==> config.mk <==
export PLATFORM = sky130hd
export DESIGN_NAME = own_coh_ctrl
export DESIGN_NICKNAME = d
export VERILOG_FILES = /design/src/rtl/coh_pkg.sv /design/src/rtl/coh_snoop_step.sv /design/src/rtl/coh_local_step.sv /design/src/rtl/coh_fill_step.sv /design/src/rtl/own_coh_ctrl.sv
export SDC_FILE = /design/constraint.sdc
export NUM_CORES = 1
export LEC_CHECK = 0
export BUFFER_PORTS_ARGS = -buffer_cell sky130_fd_sc_hd__buf_4
export CORE_MARGIN = 2
export CORE_UTILIZATION = 38
export DETAILED_ROUTE_END_ITERATION = 16
export GPL_TIMING_DRIVEN = 0
export SETUP_SLACK_MARGIN = 0.02
export SLEW_MARGIN = 20
export SYNTH_ARGS = -nofsm -noshare
export SYNTH_HDL_FRONTEND = slang
export SYNTH_SLANG_ARGS = --single-unit
==> constraint.sdc <==
create_clock -name clk -period 2.05 [get_ports clk]
set_input_delay 0.1025 -clock clk [delete_from_list [all_inputs] [get_ports clk]]
set_output_delay 0.1025 -clock clk [all_outputs]
set_load 0.02 [all_outputs]
==> src/rtl/coh_pkg.sv <==
package coh_pkg;
   localparam int ST_W  = 2;
   localparam int LOC_W = 2;
   localparam int SNP_W = 3;
   localparam int REQ_W = 2;

   typedef enum logic [ST_W-1:0] {
      ST_INV = 2'b00,
      ST_SHN = 2'b01,
      ST_SHO = 2'b10,
      ST_EXL = 2'b11
   } line_st_t;

   typedef enum logic [LOC_W-1:0] {
      LOC_RD    = 2'b00,
      LOC_WR    = 2'b01,
      LOC_RDREL = 2'b10,
      LOC_NONE  = 2'b11
   } loc_op_t;

   typedef enum logic [SNP_W-1:0] {
      SN_RD   = 3'd0,
      SN_WR   = 3'd1,
      SN_INV  = 3'd2,
      SN_XFER = 3'd3,
      SN_NNOC = 3'd4,
      SN_RDO  = 3'd5,
      SN_NOP6 = 3'd6,
      SN_NOP7 = 3'd7
   } snp_op_t;

   typedef enum logic [REQ_W-1:0] {
      RQ_RD  = 2'b00,
      RQ_WR  = 2'b01,
      RQ_INV = 2'b10,
      RQ_RDO = 2'b11
   } req_op_t;

   typedef enum logic [1:0] {
      PD_NONE = 2'b00,
      PD_RD   = 2'b01,
      PD_WR   = 2'b10,
      PD_RDO  = 2'b11
   } pend_t;

   function automatic logic is_owner(line_st_t s);
      return (s == ST_SHO) || (s == ST_EXL);
   endfunction
endpackage

==> src/rtl/coh_snoop_step.sv <==
module coh_snoop_step
   import coh_pkg::*;
(
   input  line_st_t cur_st,
   input  logic     snp_valid,
   input  snp_op_t  snp_op,
   output line_st_t mid_st,
   output logic     sup_now
);
   always_comb begin
      mid_st  = cur_st;
      sup_now = 1'b0;
      if (snp_valid) begin
         case (snp_op)
            SN_RD: begin
               sup_now = is_owner(cur_st);
               if (cur_st == ST_EXL) mid_st = ST_SHO;
            end
            SN_WR: begin
               sup_now = is_owner(cur_st);
               mid_st  = ST_INV;
            end
            SN_INV:  mid_st = ST_INV;
            SN_XFER: if (cur_st == ST_SHN) mid_st = ST_SHO;
            SN_NNOC: mid_st = ST_EXL;
            SN_RDO: begin
               if (is_owner(cur_st)) begin
                  sup_now = 1'b1;
                  mid_st  = ST_SHN;
               end
            end
            default: mid_st = cur_st;
         endcase
      end
   end
endmodule

==> src/rtl/coh_local_step.sv <==
module coh_local_step
   import coh_pkg::*;
(
   input  line_st_t mid_st,
   input  logic     loc_valid,
   input  loc_op_t  loc_op,
   input  logic     busy,
   output line_st_t new_st,
   output logic     rq_valid,
   output req_op_t  rq_op,
   output pend_t    start_pend
);
   always_comb begin
      new_st     = mid_st;
      rq_valid   = 1'b0;
      rq_op      = RQ_RD;
      start_pend = PD_NONE;
      if (loc_valid && !busy) begin
         case (loc_op)
            LOC_RD: begin
               if (mid_st == ST_INV) begin
                  rq_valid   = 1'b1;
                  rq_op      = RQ_RD;
                  start_pend = PD_RD;
               end
            end
            LOC_WR: begin
               if (mid_st == ST_SHN || mid_st == ST_SHO) begin
                  rq_valid = 1'b1;
                  rq_op    = RQ_INV;
                  new_st   = ST_EXL;
               end else if (mid_st == ST_INV) begin
                  rq_valid   = 1'b1;
                  rq_op      = RQ_WR;
                  start_pend = PD_WR;
               end
            end
            LOC_RDREL: begin
               if (mid_st == ST_INV) begin
                  rq_valid   = 1'b1;
                  rq_op      = RQ_RDO;
                  start_pend = PD_RDO;
               end
            end
            default: rq_valid = 1'b0;
         endcase
      end
   end
endmodule

==> src/rtl/coh_fill_step.sv <==
module coh_fill_step
   import coh_pkg::*;
#(
   parameter bit PAGE_FILL_EXCL = 1'b1
) (
   input  pend_t    pend,
   input  logic     fill_valid,
   input  logic     fill_page,
   output logic     fill_take,
   output line_st_t fill_st
);
   logic page_excl;

   generate
      if (PAGE_FILL_EXCL) begin : g_page_excl
         assign page_excl = fill_page;
      end else begin : g_page_shared
         assign page_excl = 1'b0;
      end
   endgenerate

   assign fill_take = fill_valid && (pend != PD_NONE);

   always_comb begin
      case (pend)
         PD_RD:   fill_st = page_excl ? ST_EXL : ST_SHN;
         PD_WR:   fill_st = ST_EXL;
         PD_RDO:  fill_st = ST_SHO;
         default: fill_st = ST_INV;
      endcase
   end
endmodule

==> src/rtl/own_coh_ctrl.sv <==
module own_coh_ctrl
   import coh_pkg::*;
#(
   parameter bit REG_SUPPLY     = 1'b0,
   parameter bit PAGE_FILL_EXCL = 1'b1
) (
   input  logic             clk,
   input  logic             rst_n,
   input  logic             loc_valid,
   input  logic [LOC_W-1:0] loc_op,
   input  logic             snp_valid,
   input  logic [SNP_W-1:0] snp_op,
   input  logic             fill_valid,
   input  logic             fill_page,
   output logic [ST_W-1:0]  line_state,
   output logic             line_hit,
   output logic             busy,
   output logic             req_valid,
   output logic [REQ_W-1:0] req_op,
   output logic             supply
);
   if (ST_W != 2)  $error("state field must be two bits");
   if (SNP_W < 3)  $error("snoop op field too narrow");
   if (LOC_W < 2)  $error("local op field too narrow");

   line_st_t st_q, st_d, mid_st, loc_st, fill_st;
   pend_t    pend_q, pend_d, start_pend;
   logic     sup_now, fill_take, rq_valid;
   req_op_t  rq_op;

   coh_snoop_step u_snoop (
      .cur_st    (st_q),
      .snp_valid (snp_valid),
      .snp_op    (snp_op_t'(snp_op)),
      .mid_st    (mid_st),
      .sup_now   (sup_now)
   );

   coh_local_step u_local (
      .mid_st     (mid_st),
      .loc_valid  (loc_valid),
      .loc_op     (loc_op_t'(loc_op)),
      .busy       (busy),
      .new_st     (loc_st),
      .rq_valid   (rq_valid),
      .rq_op      (rq_op),
      .start_pend (start_pend)
   );

   coh_fill_step #(.PAGE_FILL_EXCL(PAGE_FILL_EXCL)) u_fill (
      .pend       (pend_q),
      .fill_valid (fill_valid),
      .fill_page  (fill_page),
      .fill_take  (fill_take),
      .fill_st    (fill_st)
   );

   assign busy = (pend_q != PD_NONE);

   always_comb begin
      if (fill_take) begin
         st_d   = fill_st;
         pend_d = PD_NONE;
      end else begin
         st_d   = loc_st;
         pend_d = (start_pend != PD_NONE) ? start_pend : pend_q;
      end
   end

   always_ff @(posedge clk or negedge rst_n) begin
      if (!rst_n) begin
         st_q   <= ST_INV;
         pend_q <= PD_NONE;
      end else begin
         st_q   <= st_d;
         pend_q <= pend_d;
      end
   end

   generate
      if (REG_SUPPLY) begin : g_sup_reg
         logic sup_q;
         always_ff @(posedge clk or negedge rst_n) begin
            if (!rst_n) sup_q <= 1'b0;
            else        sup_q <= sup_now;
         end
         assign supply = sup_q;
      end else begin : g_sup_comb
         assign supply = sup_now;
      end
   endgenerate

   assign line_state = st_q;
   assign line_hit   = (st_q != ST_INV);
   assign req_valid  = rq_valid;
   assign req_op     = rq_op;
endmodule

After elaboration in Yosys (flattened, before gate mapping):

Cells that the tools add are included.

* register bits: 4
* logic and storage cells: 61

* eq/ne operators: 15
* muxes and demuxes: 29
* reduce and logical (&&, ||, !) cells: 15

Operators with widths (count)
* $mux W2: 17
* $eq A2 B2 Y1 const B: 6
* $pmux W2 S3: 2
* $pmux W2 S5: 1
* $eq A2 B1 Y1 const B: 4
* $reduce_bool A2 Y1: 4
* $eq A3 B2 Y1 const B: 2
* $eq A3 B3 Y1 const B: 2
* $mux W1: 6
* $reduce_or A2 Y1: 3
* $logic_not A2 Y1: 2
* $pmux W1 S2: 2
* $pmux W2 S2: 1
* $eq A3 B1 Y1 const B: 1
* $logic_not A3 Y1: 1
* $logic_and A1 B1 Y1: 2
* $logic_or A1 B1 Y1: 2
* $logic_not A1 Y1: 1

Depth between registers and ports, before layout:

Gate-level depths: netlist of the first run.

* depth after elaboration: 13
* mapped depth: 7
* mapped depth without buffers: 7

Hierarchy:

Synthesis of the first run repeated with hierarchy kept, for this count alone.

* cells, all modules: 64
* area total of the unflattened synthesis: 538.0 sq um

By module, submodules not included
* coh_local_step: instances 1, cells each 26, area each 197.7 sq um
* own_coh_ctrl: instances 1, cells each 14, area each 165.2 sq um
* coh_snoop_step: instances 1, cells each 15, area each 100.1 sq um
* coh_fill_step: instances 1, cells each 9, area each 75.1 sq um

Worst setup path after synthesis of the first run:

No wires, ideal clock.

* path kind: register -> output
* from: register st_q[1], in the netlist line_state[1]
* to: output req_valid
* data arrival time: 1973 ps
* required time: 1947 ps
* slack: -25 ps
* stages on the path, launching flop included: 8
* path buffers: 0
* path through: dfrtp_1 > a21oi_1 > a2bb2oi_1 > o211a_1 > inv_1 > ha_1 > or2b_1 > a211oi_1

* word-level cells in the longest chain between the ends: 10
* elaborated cells on any way between the ends: 17

Ends and longest elaborated chain
* start: declaration: RTL line own_coh_ctrl.sv:26 `line_st_t st_q, st_d, mid_st, loc_st, fill_st;`
* start signal: assignment: RTL line own_coh_ctrl.sv:75 `st_q <= st_d;`
* $eq A2 B2 Y1 (on tied branches): RTL line coh_pkg.sv:47, coh_snoop_step.sv:17
* $logic_or A1 B1 Y1: RTL line coh_pkg.sv:47 `return (s == ST_SHO) || (s == ST_EXL);`
* $mux W2: RTL line coh_snoop_step.sv:27 `if (is_owner(cur_st)) begin`
* $pmux W2 S5: RTL line coh_snoop_step.sv:14 `case (snp_op)`
* $mux W2 *: RTL line coh_snoop_step.sv:13 `if (snp_valid) begin`
* $logic_not A2 Y1 (tied with other cells): RTL line coh_local_step.sv:21, coh_local_step.sv:32, coh_local_step.sv:39
* $mux W1 or $logic_or A1 B1 Y1 (tied branches)
* $mux W1: RTL line coh_local_step.sv:28 `if (mid_st == ST_SHN || mid_st == ST_SHO) begin`
* $pmux W1 S2 *: RTL line coh_local_step.sv:19 `case (loc_op)`
* $mux W1 *: RTL line coh_local_step.sv:18 `if (loc_valid && !busy) begin`
* end: declaration: RTL line own_coh_ctrl.sv:18 `output logic req_valid,`

Every way passes the cells marked *; elsewhere a longest branch is shown, timed or not.

Worst setup path in the final report of the first run:

Ends and elaborated chain as after synthesis.

==> flow_summary_export.csv, run 1 <==
group,metric,value,unit
run_status,status,"finished with violations",
run_status,violations,"negative setup slack",
synthesis,synth_area_leaders,"ha_1 27%, dfrtp_1 20%, inv_1 5.9%",
worst_setup_path,critPathLaunchType,"register",
floorplan,die_w,40.56,um
synthesis,ys_seq_area_share,19.70,%
synthesis,ys.warnings.count,0,
placed_design,dpl.cell_count,96,
timing,setup_ws,-0.02490,ns
worst_setup_path,cpLargestDelayFamily,"compound AO/OA/AOI/OAI gates",
synthesis,synthesis.nets,85,
placed_design,place.gp.congestion,0.6736,
clocking,root_buffer,"clkbuf_4",
clocking,cts_htree_levels,1,
grt,grt_start_max_net_pins,7,
worst_setup_path,crit_path_max_fanout,5,
grt,grt_overflow_total,0,
worst_setup_path,worst_path_max_delay_cell,"dfrtp_2",
synthesis,synth_edf_count,0,
cells_and_area,area_growth,65.02,%
cells_and_area,stdcell_count,108,
route,drt_iter0_drc,4,
clocking,clock-sinks,4,
route,vias_per_cell,5.204,
synthesis,ys_ff_latch,4,
synthesis,synth_top_area_share,27.09,%
synthesis,ys_types,26,
synthesis,synth_area,508.0,sq um
timing,setup-violations-final,1,
grt,grt_usage,16.65,%
clocking,clk_pin_slew_worst_paths,0.04,ns
timing,hold_viol_final,0,
clocking,numCtsBuffers,3,
worst_setup_path,cp-end-kind,"output port",
timing,slew_violations,0,
clocking,cts_tree,"yes",
power_and_ir_drop,p_leak,0.4072,nW
timing,rsz0062_at_grt,"yes",
route,first_pass_iters,2,
floorplan,ioPinCount,19,
worst_setup_path,crit_chain,"buf_6 > inv_4 > o21a_1 > o211a_4 > inv_2 > ha_4 > or2b_1 > a211oi_2 > buf_4",
floorplan,die_h,40.56,um
floorplan,rows,13,
grt,antenna_found_initial,0,
worst_setup_path,worstPathArrival,1.97,ns
cells_and_area,drive_gt1_share,47.31,%
route,ant_nets,0,
flow_run,maxCapViolCount,0,
clocking,cts_buffer_depth,2,
timing,tightestPinTransition,0.2810,ns
route,drc,0,
cells_and_area,diodes,0,
placed_design,place_hpwl,871.3,um
power_and_ir_drop,total_power,961.8,uW
clocking,worstSkewPairLatency,0.23,ns
timing,fin_crit_sh,101.2,%
synthesis,synth_most_common_cell,"ha_1",
placed_design,io_buffers,18,
worst_setup_path,critPathRequiredTime,1.95,ns
synthesis,synthCells,63,
route,wire_per_inst,12.12,um
timing,min_period,2.075,ns
timing,relSlewSlack,81.07,%
worst_setup_path,crit_buf_inv,4,
floorplan,initial_core_util,40.04,%
floorplan,core-area,0.001269,sq mm
synthesis,synthFlopType,"dfrtp_1",
synthesis,synth.avg_cell_area,8.063,sq um
worst_setup_path,reg2reg_slack,0.02,ns
timing,clock_skew,0.004422,ns
grt,grt_pass1_wl,1.835,mm
route,vias,562,
worst_setup_path,slowest_delay,0.43,ns
route,routed_wl,1.309,mm
power_and_ir_drop,p_per_area,1147,mW/mm^2
grt,grt_pass1_vias,482,
synthesis,netlist.top_cell.by_area,"ha_1",
cells_and_area,nNetsFinal,117,
synthesis,synthArstFlopShare,100.0,%
synthesis,yosys-top-cells-count,"11 x ha_1, 8 x inv_1, 5 x nand2_1",
timing,max_freq,482.0,MHz
power_and_ir_drop,ir_worst_vdd,0.4571,mV
worst_hold_path,hold_path.class,"input pin to asynchronous set/reset pin",
worst_setup_path,worstSetupPathType,"register to output port",
floorplan,die-area,0.001645,sq mm
stage by stage:
stage	hold slack (ns)	worst slack [ns]	utilization [%]	cell area [sq um]	TNS, ns
2_1_floorplan	-0.1931	0.09218	-	513.0	0
3_3_place_gp	-0.1019	0.02313	52.56	666.9	0
3_5_place_dp	-0.1004	-0.02029	52.56	666.9	-0.02029
4_1_cts	0.1998	-0.04577	60.16	763.2	-0.04577
5_1_grt	0.2166	-0.08711	66.07	838.3	-0.1821
6_report	0.2015	-0.02490	66.07	838.3	-0.02490
flip-flops by register name, summed over array words and instances, names as in the netlist:
signal      flops
line_state      2
pend_q          2
repair_timing:
item                                    4_1_cts  5_1_grt
pin swaps                                     4        6
setup buffers                                 5        3
hold buffers                                  1        0
gates resized for setup                       8       11
hold endpoints to repair                      4        0
endpoints found under the setup margin        4        4
worst paths after layout:
| path | start | endpoint | cells after the start |
|---|---|---|---|
| min reg2reg | pend_q[1]$_DFFE_PN0P_ | pend_q[1]$_DFFE_PN0P_ | 2 |
| min in group clk | loc_valid | line_state[1]$_DFF_PN0_ | 3 |
| min | rst_n | pend_q[1]$_DFFE_PN0P_ | 2 |
| max in group asynchronous | rst_n | line_state[1]$_DFF_PN0_ | 2 |
| max | line_state[1]$_DFF_PN0_ | req_valid | 9 |
| max reg2reg | line_state[1]$_DFF_PN0_ | pend_q[0]$_DFFE_PN0P_ | 10 |
final cells by class:
type | instances | area [sq um]
fill | 108 | 430.4
tap | 15 | 18.77
multi-input combinational | 51 | 454.2
timing repair buffer | 27 | 209.0
sequential | 4 | 101.3
inverter | 8 | 32.53
clock buffer | 3 | 22.52
cell families after synthesis:
family,count (synthesis),share of synthesized area (%)
AO/OA/AOI/OAI,16,23.40
AND/OR/NAND/NOR,24,23.89
buffers and inverters,8,5.912
adder cells (fa/ha/maj),11,27.09
flip-flops,4,19.71
worst register-to-register path, cell delays in order (launching register included):
cell     delay, ns
dfrtp_2       0.43
buf_6         0.13
inv_4         0.05
o21a_1        0.13
o211a_4       0.19
buf_4         0.10
buf_4         0.09
ha_1          0.14
a22oi_2       0.06
or3_1         0.37
a31o_1        0.23
placed cells by master, fill, tap and decap left out, drive strengths merged:
cell type,instances
dfrtp,4
dlygate4sd3,1
o211a,1
a211o,1
o21a,1
nor2b,2
nand3,3
a31oi,1
a22oi,2
buf,26
a21boi,1
a21oi,1
inv,8
nand2,5
clkbuf,3
or3,1
nor2,4
a221oi,1
nand4,2
nand2b,2
ha,11
nor3,3
a211oi,1
a31o,1
or2b,1
o21ai,4
or2,1
a2bb2oi,1
layer usage:
metal  routed length (um)  up-vias  track usage (%)
met1                  554      260            19.22
met4                   32        0            7.500
met5                    0        -                0
li1                     -      284                -
met3                   49        4            1.667
met2                  673       14            30.16
power by group:
group | switching, mW | internal, mW | total (mW) | leakage, nW
Clock | 0.0297 | 0.0653 | 0.0949 | 0.0138
Combinational | 0.347 | 0.353 | 0.699 | 0.345
Sequential | 0.0490 | 0.118 | 0.167 | 0.0484
No activity file was read; power rests on OpenSTA's default activity.
==> run 2: changes to the inputs <==
Settings changed: SETUP_SLACK_MARGIN 0.02 to unset.
==> run 2 against run 1 <==
The flow still finishes with violations (negative setup slack). Wire length stayed put. Critical path depth stayed put. Register-to-register slack hardly changed. Non-clock buffer count stayed put.
==> flow_summary_export.csv, run 2 (same netlist as run 1, synthesis figures left out) <==
group,metric,value,unit
clocking,clock-sinks,4,
placed_design,dpl.cell_count,96,
worst_setup_path,crit_path_max_fanout,5,
timing,rsz0062_at_grt,"yes",
timing,setup-violations-final,1,
floorplan,die_w,40.56,um
cells_and_area,final_util,66.07,%
cells_and_area,nNetsFinal,117,
run_status,status,"finished with violations",
worst_setup_path,cp-end-kind,"output port",
cells_and_area,area_growth,65.02,%
worst_setup_path,critPathRequiredTime,1.95,ns
floorplan,ioPinCount,19,
cells_and_area,diodes,0,
placed_design,place.gp.congestion,0.6736,
grt,grt_pass1_wl,1.835,mm
power_and_ir_drop,p_leak,0.4072,nW
worst_setup_path,reg2regPathDepth,10,
power_and_ir_drop,p_per_area,1147,mW/mm^2
floorplan,rows,13,
timing,min_period,2.075,ns
worst_setup_path,worstSetupPathType,"register to output port",
placed_design,place_ws,-0.02029,ns
clocking,worstSkewPairLatency,0.23,ns
worst_hold_path,hold_path.class,"input pin to asynchronous set/reset pin",
route,wire_per_inst,12.12,um
clocking,root_buffer,"clkbuf_4",
cells_and_area,drive_gt1_share,47.31,%
timing,fin_crit_sh,101.2,%
floorplan,die_h,40.56,um
timing,hold_slack,0.2015,ns
cells_and_area,multi_input_area,454.2,sq um
grt,grt_start_max_net_pins,7,
route,routed_wl,1.309,mm
clocking,cts_htree_levels,1,
grt,grt_overflow_total,0,
cells_and_area,stdcell_count,108,
power_and_ir_drop,ir_worst_vdd,0.4571,mV
flow_run,maxCapViolCount,0,
clocking,numCtsBuffers,3,
route,drt_iter0_drc,4,
placed_design,io_buffers,18,
route,vias_per_cell,5.204,
route,drc,0,
floorplan,initial_core_util,40.04,%
run_status,violations,"negative setup slack",
cells_and_area,layout_common_cells,"25 x buf_4, 9 x ha_1, 5 x inv_1, 5 x nand2_1, 4 x o21ai_0",
grt,grt_pass1_vias,482,
floorplan,die-area,0.001645,sq mm
timing,relSlewSlack,81.07,%
worst_setup_path,reg2reg_slack,0.02,ns
route,first_pass_iters,2,
cells_and_area,seq_area,101.3,sq um
clocking,cts_tree,"yes",
timing,tightestPinTransition,0.2810,ns
timing,setup_ws,-0.02490,ns
floorplan,core-area,0.001269,sq mm
cells_and_area,layout_commonest_cell,"buf_4",
timing,slew_violations,0,
worst_setup_path,crit_start,"line_state[1]$_DFF_PN0_",
grt,antenna_found_initial,0,
timing,max_freq,482.0,MHz
route,ant_nets,0,
clocking,cts_buffer_depth,2,
cells_and_area,fill_cells,108,
worst_setup_path,r2r-end,"pend_q[0]$_DFFE_PN0P_",
placed_design,place_hpwl,871.3,um
worst_setup_path,rr_startpoint,"line_state[1]$_DFF_PN0_",
worst_setup_path,worstPathArrival,1.97,ns
route,vias,562,
worst_setup_path,critPathLaunchType,"register",
grt,grt_usage,16.65,%
clocking,clk_pin_slew_worst_paths,0.04,ns
timing,hold_viol_final,0,
timing,clock_skew,0.004422,ns
run 2: worst max path at each step:
stage / depth (start not counted) / slack, ns / end
2_1_floorplan: 7 / 0.09 / pend_q[0]$_DFFE_PN0P_
3_3_place_gp: 7 / 0.02 / pend_q[0]$_DFFE_PN0P_
3_5_place_dp: 7 / -0.02 / pend_q[0]$_DFFE_PN0P_
4_1_cts: 8 / -0.05 / req_valid
5_1_grt: 9 / -0.09 / req_valid
6_report: 9 / -0.02 / req_valid
run 2: per-layer routing:
| layer | up-vias | GRT usage (%) | wire length (um) |
|---|---|---|---|
| met2 | 14 | 30.16 | 673 |
| met5 | - | 0 | 0 |
| met3 | 4 | 1.667 | 49 |
| met4 | 0 | 7.500 | 32 |
| met1 | 260 | 19.22 | 554 |
| li1 | 284 | - | - |
run 2: what timing repair did:
action                                 4_1_cts  5_1_grt
hold buffers                                 1        0
buffers inserted                             5        3
pin swaps                                    4        6
resized for setup                            8       11
endpoints found under the hold margin        4        0
setup endpoints to repair                    4        4
run 2: final cells by class:
| class | instances | share of cell area (%) |
|---|---|---|
| Tap cell | 15 | 2.239 |
| Sequential cell | 4 | 12.09 |
| Timing Repair Buffer | 27 | 24.93 |
| Multi-Input combinational cell | 51 | 54.18 |
| Clock buffer | 3 | 2.687 |
| Inverter | 8 | 3.881 |
run 2: critical path: stages, from the launching register on:
cell and delay [ns]:
dfrtp_2 0.43, buf_6 0.13, inv_4 0.05, o21a_1 0.13
o211a_4 0.19, inv_2 0.04, ha_4 0.14, or2b_1 0.23
a211oi_2 0.23, buf_4 0.17
run 2: metrics by stage:
step                setup TNS, ns  instance area (sq um)  power [mW]
finish                   -0.02490                  838.3      0.9618
global route              -0.1821                  838.3       1.050
CTS                      -0.04577                  763.2      0.8498
detailed placement       -0.02029                  666.9      0.6475
global placement                0                  666.9      0.6390
floorplan                       0                  513.0      0.4811
run 2: power by group:
group | switching (mW) | leakage (nW) | internal (mW)
Sequential | 0.0490 | 0.0484 | 0.118
Clock | 0.0297 | 0.0138 | 0.0653
Combinational | 0.347 | 0.345 | 0.353
Total | 0.426 | 0.407 | 0.536
